--- config.mk ---
export PLATFORM = sky130hd
export DESIGN_NAME = spdif_rx_ctl
export DESIGN_NICKNAME = d
export VERILOG_FILES = /design/src/rtl/spdif_rx_ctl_pkg.sv /design/src/rtl/spdif_rx_mode_fsm.sv /design/src/rtl/spdif_rx_status_dp.sv /design/src/rtl/spdif_rx_ctl.sv
export SDC_FILE = /design/constraint.sdc
export NUM_CORES = 1
export LEC_CHECK = 0
export BUFFER_PORTS_ARGS = -buffer_cell sky130_fd_sc_hd__clkbuf_2
export CAP_MARGIN = 20
export CORE_AREA = 5 5 65 67
export DETAILED_ROUTE_END_ITERATION = 10
export DIE_AREA = 0 0 70 72
export PLACE_DENSITY_LB_ADDON = 0.08
export SETUP_SLACK_MARGIN = 0.05
export SLEW_MARGIN = 20
export SYNTH_ARGS = -nofsm -noshare
export SYNTH_HDL_FRONTEND = slang
export SYNTH_HIERARCHICAL = 1
export SYNTH_SLANG_ARGS = --single-unit
--- constraint.sdc ---
create_clock -name clk -period 1.8 [get_ports clk]
set_clock_uncertainty 0.05 [all_clocks]
set_input_delay 0.18 -clock clk [delete_from_list [all_inputs] [get_ports clk]]
set_output_delay 0.18 -clock clk [all_outputs]
set_load 0.05 [all_outputs]
--- src/rtl/spdif_rx_ctl_pkg.sv ---
package spdif_rx_ctl_pkg;
  localparam int MODE_W = 2;
  localparam int STAT_W = 9;
  localparam int IE_W   = 7;

  localparam logic [MODE_W-1:0] MODE_OFF  = 2'b00;
  localparam logic [MODE_W-1:0] MODE_SYNC = 2'b01;
  localparam logic [MODE_W-1:0] MODE_RSVD = 2'b10;
  localparam logic [MODE_W-1:0] MODE_RUN  = 2'b11;

  // status bit positions, decoded by the neighbouring decoder and software
  localparam int BIT_DRDY  = 0;
  localparam int BIT_CRDY  = 1;
  localparam int BIT_PAR   = 2;
  localparam int BIT_OVR   = 3;
  localparam int BIT_SBLK  = 4;
  localparam int BIT_SDONE = 5;
  localparam int BIT_FERR  = 6;
  localparam int BIT_SERR  = 7;
  localparam int BIT_TERR  = 8;

  localparam int STICKY_LO = BIT_PAR;
  localparam int STICKY_HI = BIT_SDONE;
  localparam int FATAL_LO  = BIT_FERR;
  localparam int FATAL_HI  = BIT_TERR;

  typedef enum logic [2:0] {
    ST_OFF, ST_WAIT, ST_SYNC, ST_RUN, ST_STOP
  } rxState_t;

  typedef struct packed {
    logic acceptEv;
    logic clearFatal;
  } ctlStrobe_t;
endpackage

--- src/rtl/spdif_rx_mode_fsm.sv ---
module spdif_rx_mode_fsm
  import spdif_rx_ctl_pkg::*;
(
  input  logic              clk,
  input  logic              rst_n,
  input  logic              modeWrEn,
  input  logic [MODE_W-1:0] modeWrVal,
  input  logic              modeWrWait,
  input  logic              lineActivity,
  input  logic              evFatal,
  input  logic              evSyncDone,
  output ctlStrobe_t        strobe,
  output logic [MODE_W-1:0] modeField,
  output logic              decEnable,
  output logic              rxActive,
  output logic              stopped
);
  rxState_t          state, stateNext;
  logic [MODE_W-1:0] modeReg, modeNext;
  logic              syncOk, syncOkNext;
  logic              offWrite, running, takeFull;

  always_comb begin
    offWrite = modeWrEn && (modeWrVal == MODE_OFF);
    running  = (state == ST_SYNC) || (state == ST_RUN);
    strobe.acceptEv   = running && !offWrite;
    strobe.clearFatal = offWrite;
    takeFull = (modeWrVal == MODE_RUN) && syncOk && running;
  end

  always_comb begin
    stateNext  = state;
    modeNext   = modeReg;
    syncOkNext = syncOk;
    if (strobe.acceptEv && evSyncDone) syncOkNext = 1'b1;
    if (offWrite) begin
      stateNext  = ST_OFF;
      modeNext   = MODE_OFF;
      syncOkNext = 1'b0;
    end else if (strobe.acceptEv && evFatal) begin
      stateNext = ST_STOP;
    end else if (state == ST_STOP) begin
      stateNext = ST_STOP;
    end else if (modeWrEn && (modeWrVal != MODE_RSVD)) begin
      if (takeFull) begin
        stateNext = ST_RUN;
        modeNext  = MODE_RUN;
      end else begin
        modeNext = MODE_SYNC;
        unique case (state)
          ST_OFF:  stateNext = modeWrWait ? ST_WAIT : ST_SYNC;
          ST_WAIT: stateNext = lineActivity ? ST_SYNC : ST_WAIT;
          default: stateNext = ST_SYNC;
        endcase
      end
    end else if ((state == ST_WAIT) && lineActivity) begin
      stateNext = ST_SYNC;
    end
  end

  always_ff @(posedge clk) begin
    if (!rst_n) begin
      state   <= ST_OFF;
      modeReg <= MODE_OFF;
      syncOk  <= 1'b0;
    end else begin
      state   <= stateNext;
      modeReg <= modeNext;
      syncOk  <= syncOkNext;
    end
  end

  assign modeField = modeReg;
  assign decEnable = (state == ST_SYNC) || (state == ST_RUN);
  assign rxActive  = (state == ST_RUN);
  assign stopped   = (state == ST_STOP);
endmodule

--- src/rtl/spdif_rx_status_dp.sv ---
module spdif_rx_status_dp
  import spdif_rx_ctl_pkg::*;
(
  input  logic              clk,
  input  logic              rst_n,
  input  ctlStrobe_t        strobe,
  input  logic [STAT_W-1:0] evIn,
  input  logic              clrWrEn,
  input  logic [STAT_W-1:0] clrWrMask,
  input  logic              ieWrEn,
  input  logic [IE_W-1:0]   ieWrVal,
  input  logic              dataRead,
  input  logic              capRead,
  output logic [STAT_W-1:0] status,
  output logic [IE_W-1:0]   irqEnable,
  output logic              irq
);
  localparam int EXT_W = STAT_W - IE_W;

  logic [STAT_W-1:0] flagClr;
  logic [STAT_W-1:0] flagSet;
  logic [STAT_W-1:0] effEn;

  assign flagSet = strobe.acceptEv ? evIn : '0;

  for (genvar i = 0; i < STAT_W; i++) begin : g_flag
    if (i == BIT_DRDY) begin : g_drdy
      assign flagClr[i] = dataRead;
    end else if (i == BIT_CRDY) begin : g_crdy
      assign flagClr[i] = capRead;
    end else if (i >= STICKY_LO && i <= STICKY_HI) begin : g_sticky
      assign flagClr[i] = clrWrEn && clrWrMask[i];
    end else begin : g_fatal
      assign flagClr[i] = strobe.clearFatal;
    end

    always_ff @(posedge clk) begin
      if (!rst_n)          status[i] <= 1'b0;
      else if (flagSet[i]) status[i] <= 1'b1;
      else if (flagClr[i]) status[i] <= 1'b0;
    end
  end

  // frame-error enable also covers the two flags above the enable field
  assign effEn = {{EXT_W{irqEnable[BIT_FERR]}}, irqEnable};

  always_ff @(posedge clk) begin
    if (!rst_n) begin
      irqEnable <= '0;
      irq       <= 1'b0;
    end else begin
      if (ieWrEn) irqEnable <= ieWrVal;
      irq <= |(status & effEn);
    end
  end
endmodule

--- src/rtl/spdif_rx_ctl.sv ---
module spdif_rx_ctl
  import spdif_rx_ctl_pkg::*;
(
  input  logic              clk,
  input  logic              rst_n,
  input  logic              modeWrEn,
  input  logic [MODE_W-1:0] modeWrVal,
  input  logic              modeWrWait,
  input  logic              lineActivity,
  input  logic              ieWrEn,
  input  logic [IE_W-1:0]   ieWrVal,
  input  logic              clrWrEn,
  input  logic [STAT_W-1:0] clrWrMask,
  input  logic              dataRead,
  input  logic              capRead,
  input  logic [STAT_W-1:0] evIn,
  output logic [MODE_W-1:0] modeField,
  output logic              decEnable,
  output logic              rxActive,
  output logic              stopped,
  output logic [STAT_W-1:0] status,
  output logic [IE_W-1:0]   irqEnable,
  output logic              irq
);
  ctlStrobe_t strobe;

  spdif_rx_mode_fsm u_fsm (
    .clk          (clk),
    .rst_n        (rst_n),
    .modeWrEn     (modeWrEn),
    .modeWrVal    (modeWrVal),
    .modeWrWait   (modeWrWait),
    .lineActivity (lineActivity),
    .evFatal      (|evIn[FATAL_HI:FATAL_LO]),
    .evSyncDone   (evIn[BIT_SDONE]),
    .strobe       (strobe),
    .modeField    (modeField),
    .decEnable    (decEnable),
    .rxActive     (rxActive),
    .stopped      (stopped)
  );

  spdif_rx_status_dp u_dp (
    .clk       (clk),
    .rst_n     (rst_n),
    .strobe    (strobe),
    .evIn      (evIn),
    .clrWrEn   (clrWrEn),
    .clrWrMask (clrWrMask),
    .ieWrEn    (ieWrEn),
    .ieWrVal   (ieWrVal),
    .dataRead  (dataRead),
    .capRead   (capRead),
    .status    (status),
    .irqEnable (irqEnable),
    .irq       (irq)
  );
endmodule

==> results of run 1 <==
==> final timing paths <==
path | from | cells past startpoint | slack (ns) | to
worst max-delay path | u_fsm/state[1] | 3 | 0.16 | rxActive
worst min register to register | u_fsm/syncOk | 2 | 0.44 | u_fsm/syncOk
worst max register to register | u_fsm/state[1] | 4 | 0.41 | u_dp/status[1]
worst min-delay path | evIn[4] | 3 | 0.05 | u_dp/status[4]
==> cells in the mapped netlist <==
cell,number,area share
mux2i_1,8,0.079
nor2_2,1,0.0062
a21bo_2,4,0.040
o21bai_1,1,0.0074
inv_1,3,0.011
a21oi_2,1,0.0086
a41oi_1,1,0.0086
nand2_1,11,0.041
o21ai_1,1,0.0049
a31o_1,1,0.0086
and4_1,1,0.0086
o21a_1,1,0.0074
or3_1,1,0.0062
nor2_1,11,0.041
a21oi_1,10,0.049
buf_4,3,0.022
a211oi_1,3,0.022
and2_1,1,0.0062
nor3_2,1,0.0099
o31ai_1,1,0.0074
nor3_1,1,0.0049
a22oi_1,3,0.022
nand3b_1,2,0.015
buf_6,1,0.011
o311a_1,1,0.0099
a31oi_1,1,0.0062
nand2b_1,6,0.037
inv_2,1,0.0037
and2b_1,3,0.022
nor3b_4,1,0.019
dfxtp_1,23,0.45
==> worst max-delay path: stages (launching register included) <==
cell,delay (ns)
dfxtp_1,0.46
and2b_1,0.24
and2_1,0.15
buf_2,0.26
==> layer usage <==
| layer | up-vias | track usage | routed length, µm |
|---|---|---|---|
| li1 | 487 | - | - |
| met1 | 427 | 0.122 | 1100 |
| met2 | 26 | 0.183 | 1260 |
| met3 | 2 | 0.0332 | 168 |
| met4 | 0 | 0.0319 | 18 |
| met5 | - | 0 | 0 |
==> where the power goes <==
group	switching, mW	internal [mW]
logic	0.197	0.0976
clock network	0.147	0.0827
registers	0.0318	0.543
total	0.376	0.723
==> placed cells by master, fill, tap and decap left out, drive strengths merged, types with 2 or more instances in the layout <==
| master | netlist | final |
|---|---|---|
| nor3 | 2 | 2 |
| nand2b | 6 | 6 |
| a21bo | 4 | 4 |
| a211oi | 3 | 3 |
| and2b | 3 | 3 |
| a22oi | 3 | 3 |
| nand2 | 11 | 11 |
| dfxtp | 23 | 23 |
| clkbuf | 0 | 54 |
| nor2 | 12 | 12 |
| a21oi | 11 | 11 |
| nand3b | 2 | 2 |
| inv | 4 | 4 |
| mux2i | 8 | 8 |
==> state kept, by name, indices dropped and copies added, names as in the netlist <==
register / cells
u_fsm/state: 3
u_dp/status: 9
u_fsm/modeField: 2
u_fsm/syncOk: 1
u_dp/irqEnable: 7
u_dp/irq: 1
==> cell type report <==
| type | instances | area, µm² | area share |
|---|---|---|---|
| Inverter | 4 | 15.0 | 0.0112 |
| Tap cell | 48 | 60.1 | 0.0449 |
| Multi-Input combinational cell | 77 | 510 | 0.382 |
| Clock inverter | 1 | 5.00 | 0.00375 |
| Clock buffer | 3 | 22.5 | 0.0169 |
| Sequential cell | 23 | 460 | 0.345 |
| Timing Repair Buffer | 52 | 263 | 0.197 |
==> timing repair <==
item / in CTS / in global routing
hold buffers: 0 / 0
hold endpoints to repair: 0 / 0
setup endpoints to repair: 0 / 2
resized for setup: 0 / 3
==> cell families (layout without fill, tap and decap cells) <==
| logic type | count (synthesis) | in the layout | share of synthesized area |
|---|---|---|---|
| flops | 23 | 23 | 0.454 |
| compound gates | 29 | 29 | 0.202 |
| simple gates | 40 | 40 | 0.216 |
| mux | 8 | 8 | 0.0790 |
| buf+inv | 8 | 60 | 0.0481 |
==> results.md, run 1 <==
- Fin. Hold Viols: 0
- DRT iter0 DRCs: 37
- Max_cap viols: 0
- Placed cell areas: 1310 µm²
- Full die area: 5040 µm²
- Worst Hold Class: input port to flip-flop
- Worst EP arrival: 1.41 ns
- Syn-to-layout area delta: 31.9%
- Yosys warning count: 6
- PD cells: 822 nW/µm²
- Slew @ Worst Pin: 0.393 ns
- Clock Pin Slew Worst Setup and Hold Paths: 0.12 ns
- Outcome: finished, final reports clean
- RSZ-0062 raised after global routing: yes
- Worst setup path class: flip-flop to primary output
- Layout fillers: 406
- DRT Pass-1 Iters: 4
- Final Cell Area: 1340 µm²
- Share of layout cells above drive strength 1: 0.406
- Placer Congestion: 0.792
- Leak Pwr: 0.626 nW
- Highest attainable clock frequency: 611 MHz
- Ports: 58
- TritonCTS Sinks: 23
- Number of diodes: 0
- Syn_area_per_cell: 9.38 µm²
- Syn nets: 144
- Worst slew margin: 0.737
- Crit start category: flip-flop
- Layout Nets: 197
- Final setup TNS: 0 ns
- CTS tree: done
- Routed WL: 2550 µm
- Die Span Y: 72 µm
- Initial antenna violation count: 0
- Worst Path Required: 1.57 ns
- Site Rows: 22
- Die X: 70 µm
- GR Overflow Total: 0
- Final worst slack: 0.164 ns
- Postcts setup bufs: 0
- DRC errors left: 0
- Post-Synthesis Cell Area: 1010 µm²
- Worst-Skew Late Latency: 0.30 ns
- Starting density of the core: 0.283
- Hold Slack: 0.0482 ns
- Fraction of the yosys area taken by sequential cells: 0.454
- First-pass GRT wire length: 4280 µm
- PortBufs: 52
- Via count: 942
- Clk root buf: clkbuf_4
- CTS max path bufs: 2
- Synth Register Bits: 23
- Vias in the first global route: 985
- TritonCTS Buffers: 3
- VDD IR-drop max: 0.283 mV
- Largest net degree at the start of global routing: 18
- Total Routing Usage GR: 0.104
- Worst setup EP type: primary output
- Vias per cell: 4.53
- # setup viols final: 0
- Final period util: 0.909
- Max FO, Critical Path: 5
- Cell variety after synth: 31
- Non-filler cells, final: 208
- Drt wl/cell: 12.3 µm
- DP Wirelength: 2130 µm
- Pwr Total: 1.10 mW
- Core Util, Final: 0.373
- Core area: 3580 µm²
- Slew Limit Fails: 0
- Final antenna-violating net count: 0
- H-tree depth: 1
- Placed Cells: 204
- Mapped Cells: 108
- Fin crit period: 1.64 ns
- Worst slack, placed: 0.278 ns
(Power assumes the default switching activity.)
==> run 2, diff against run 1 <==
--- a/config.mk
+++ b/config.mk
@@ -6,10 +6,9 @@
 export NUM_CORES = 1
 export LEC_CHECK = 0
 export BUFFER_PORTS_ARGS = -buffer_cell sky130_fd_sc_hd__clkbuf_2
-export CAP_MARGIN = 20
-export CORE_AREA = 5 5 65 67
+export CORE_AREA = 2 2 62 64
 export DETAILED_ROUTE_END_ITERATION = 10
-export DIE_AREA = 0 0 70 72
+export DIE_AREA = 0 0 64 66
 export PLACE_DENSITY_LB_ADDON = 0.08
 export SETUP_SLACK_MARGIN = 0.05
 export SLEW_MARGIN = 20
==> results.md, run 2 (synthesis results as in run 1) <==
- Worst EP arrival: 1.40 ns
- CTS max path bufs: 2
- Die X: 64 µm
- Full die area: 4220 µm²
- Fin. Hold Viols: 0
- Slew @ Worst Pin: 0.436 ns
- DRT iter0 DRCs: 29
- PortBufs: 52
- H-tree depth: 1
- Crit start category: flip-flop
- Vias in the first global route: 919
- Final worst slack: 0.167 ns
- Site Rows: 22
- First-pass GRT wire length: 4060 µm
- Share of layout cells above drive strength 1: 0.406
- Initial antenna violation count: 0
- Final period util: 0.907
- CTS tree: done
- Commonest non-fill, non-tap cell in the layout: clkbuf_2
- Slew Limit Fails: 0
- Placed Cells: 204
- Worst setup EP type: primary output
- # setup viols final: 0
- Largest register FFs: 9
- Max FO, Critical Path: 6
- Max_cap viols: 0
- Clock Pin Slew Worst Setup and Hold Paths: 0.13 ns
- Die Span Y: 66 µm
- Worst slack, placed: 0.277 ns
- Commonest non-fill, non-tap cells in the layout: clkbuf_2, dfxtp_1, nor2_1, nand2_1, a21oi_1
- Leak Pwr: 0.623 nW
- Max stage delay cell, worst path: dfxtp_1
- Highest attainable clock frequency: 612 MHz
- Worst Path Required: 1.57 ns
- Core area: 3550 µm²
- DRC errors left: 0
- FF-to-FF path depth: 4
- Largest net degree at the start of global routing: 18
- Worst-Skew Late Latency: 0.31 ns
- Worst slew margin: 0.707
- Total Routing Usage GR: 0.127
- Final antenna-violating net count: 0
- Hold depth: 3
- Largest Register: u_dp/status
- Pwr Total: 1.11 mW
- TritonCTS Buffers: 3
- GR Overflow Total: 0
- Ports: 58
- Clk root buf: clkbuf_4
- TritonCTS Sinks: 23
- Critical Path Max Stage Delay: 0.43 ns
- VDD IR-drop max: 0.297 mV
- Layout Nets: 197
- Vias per cell: 4.52
- Top Registers: u_dp/status (9), u_dp/irqEnable (7), u_fsm/state (3)
- RSZ-0062 raised after global routing: no
- Syn-to-layout area delta: 31.6%
- Postcts setup bufs: 0
- Placer Congestion: 0.743
- Final setup TNS: 0 ns
- Post-CTS sizing: 0
- Fin crit period: 1.63 ns
- Drt wl/cell: 12.1 µm
- Number of diodes: 0
- DP Wirelength: 1990 µm
- DRT Pass-1 Iters: 4
- CTS Hold Bufs: 0
- Starting density of the core: 0.285
- Outcome: finished, final reports clean
- Non-filler cells, final: 208
- Worst setup path class: flip-flop to primary output
- Routed WL: 2520 µm
- Worst Hold Class: input port to flip-flop
- Reg-to-reg setup timing slack: 0.38 ns
- PD cells: 832 nW/µm²
- CP cell instances: and2b_1, and2_1, clkbuf_2
- Via count: 940
[run 2: cell types whose count changed in the layout (fill, tap and decap cells not counted), sizes merged]
cell / before / now
clkinv: 1 / 0
clkbuf: 54 / 55
[run 2: final timing paths]
path                             end               start
setup / recovery            rxActive      u_fsm/state[2]
hold / removal        u_dp/status[3]             evIn[3]
setup reg to reg      u_dp/status[7]      u_fsm/state[2]
hold reg to reg   u_fsm/modeField[0]  u_fsm/modeField[0]
[run 2: worst max-delay path, delay by kind of cell, from the launching register on]
family | cells | cell delay (ns)
buffers and inverters | 1 | 0.23
flip-flops | 1 | 0.43
AND/OR/NAND/NOR | 2 | 0.43
[run 2: cell type report]
type | instances | area [µm²]
repair buffers | 52 | 260
well taps | 48 | 60.1
multi-input cells | 77 | 510
flip-flops and latches | 23 | 462
clock buffers | 4 | 26.3
inverters | 4 | 15.0
fillers | 400 | 2220
[run 2: routing by layer]
layer / global-route usage / wire length, µm
met3: 0.0221 / 118
met4: 0.0652 / 23
met1: 0.156 / 1210
met5: 0 / 0
met2: 0.211 / 1170
[run 2: power breakdown]
part	switching, mW	internal [mW]
clock	0.151	0.0865
sequential	0.0321	0.544
combinational	0.200	0.0965
[run 2: through the flow]
stage	hold WS [ns]	util	cell area, µm²
final	0.0419	0.376	1330
after global routing	0.0224	0.376	1330
after CTS	0.0256	0.375	1330
after detailed placement	0.365	0.368	1310
after global placement	0.364	0.368	1310
after floorplan	0.267	-	1020
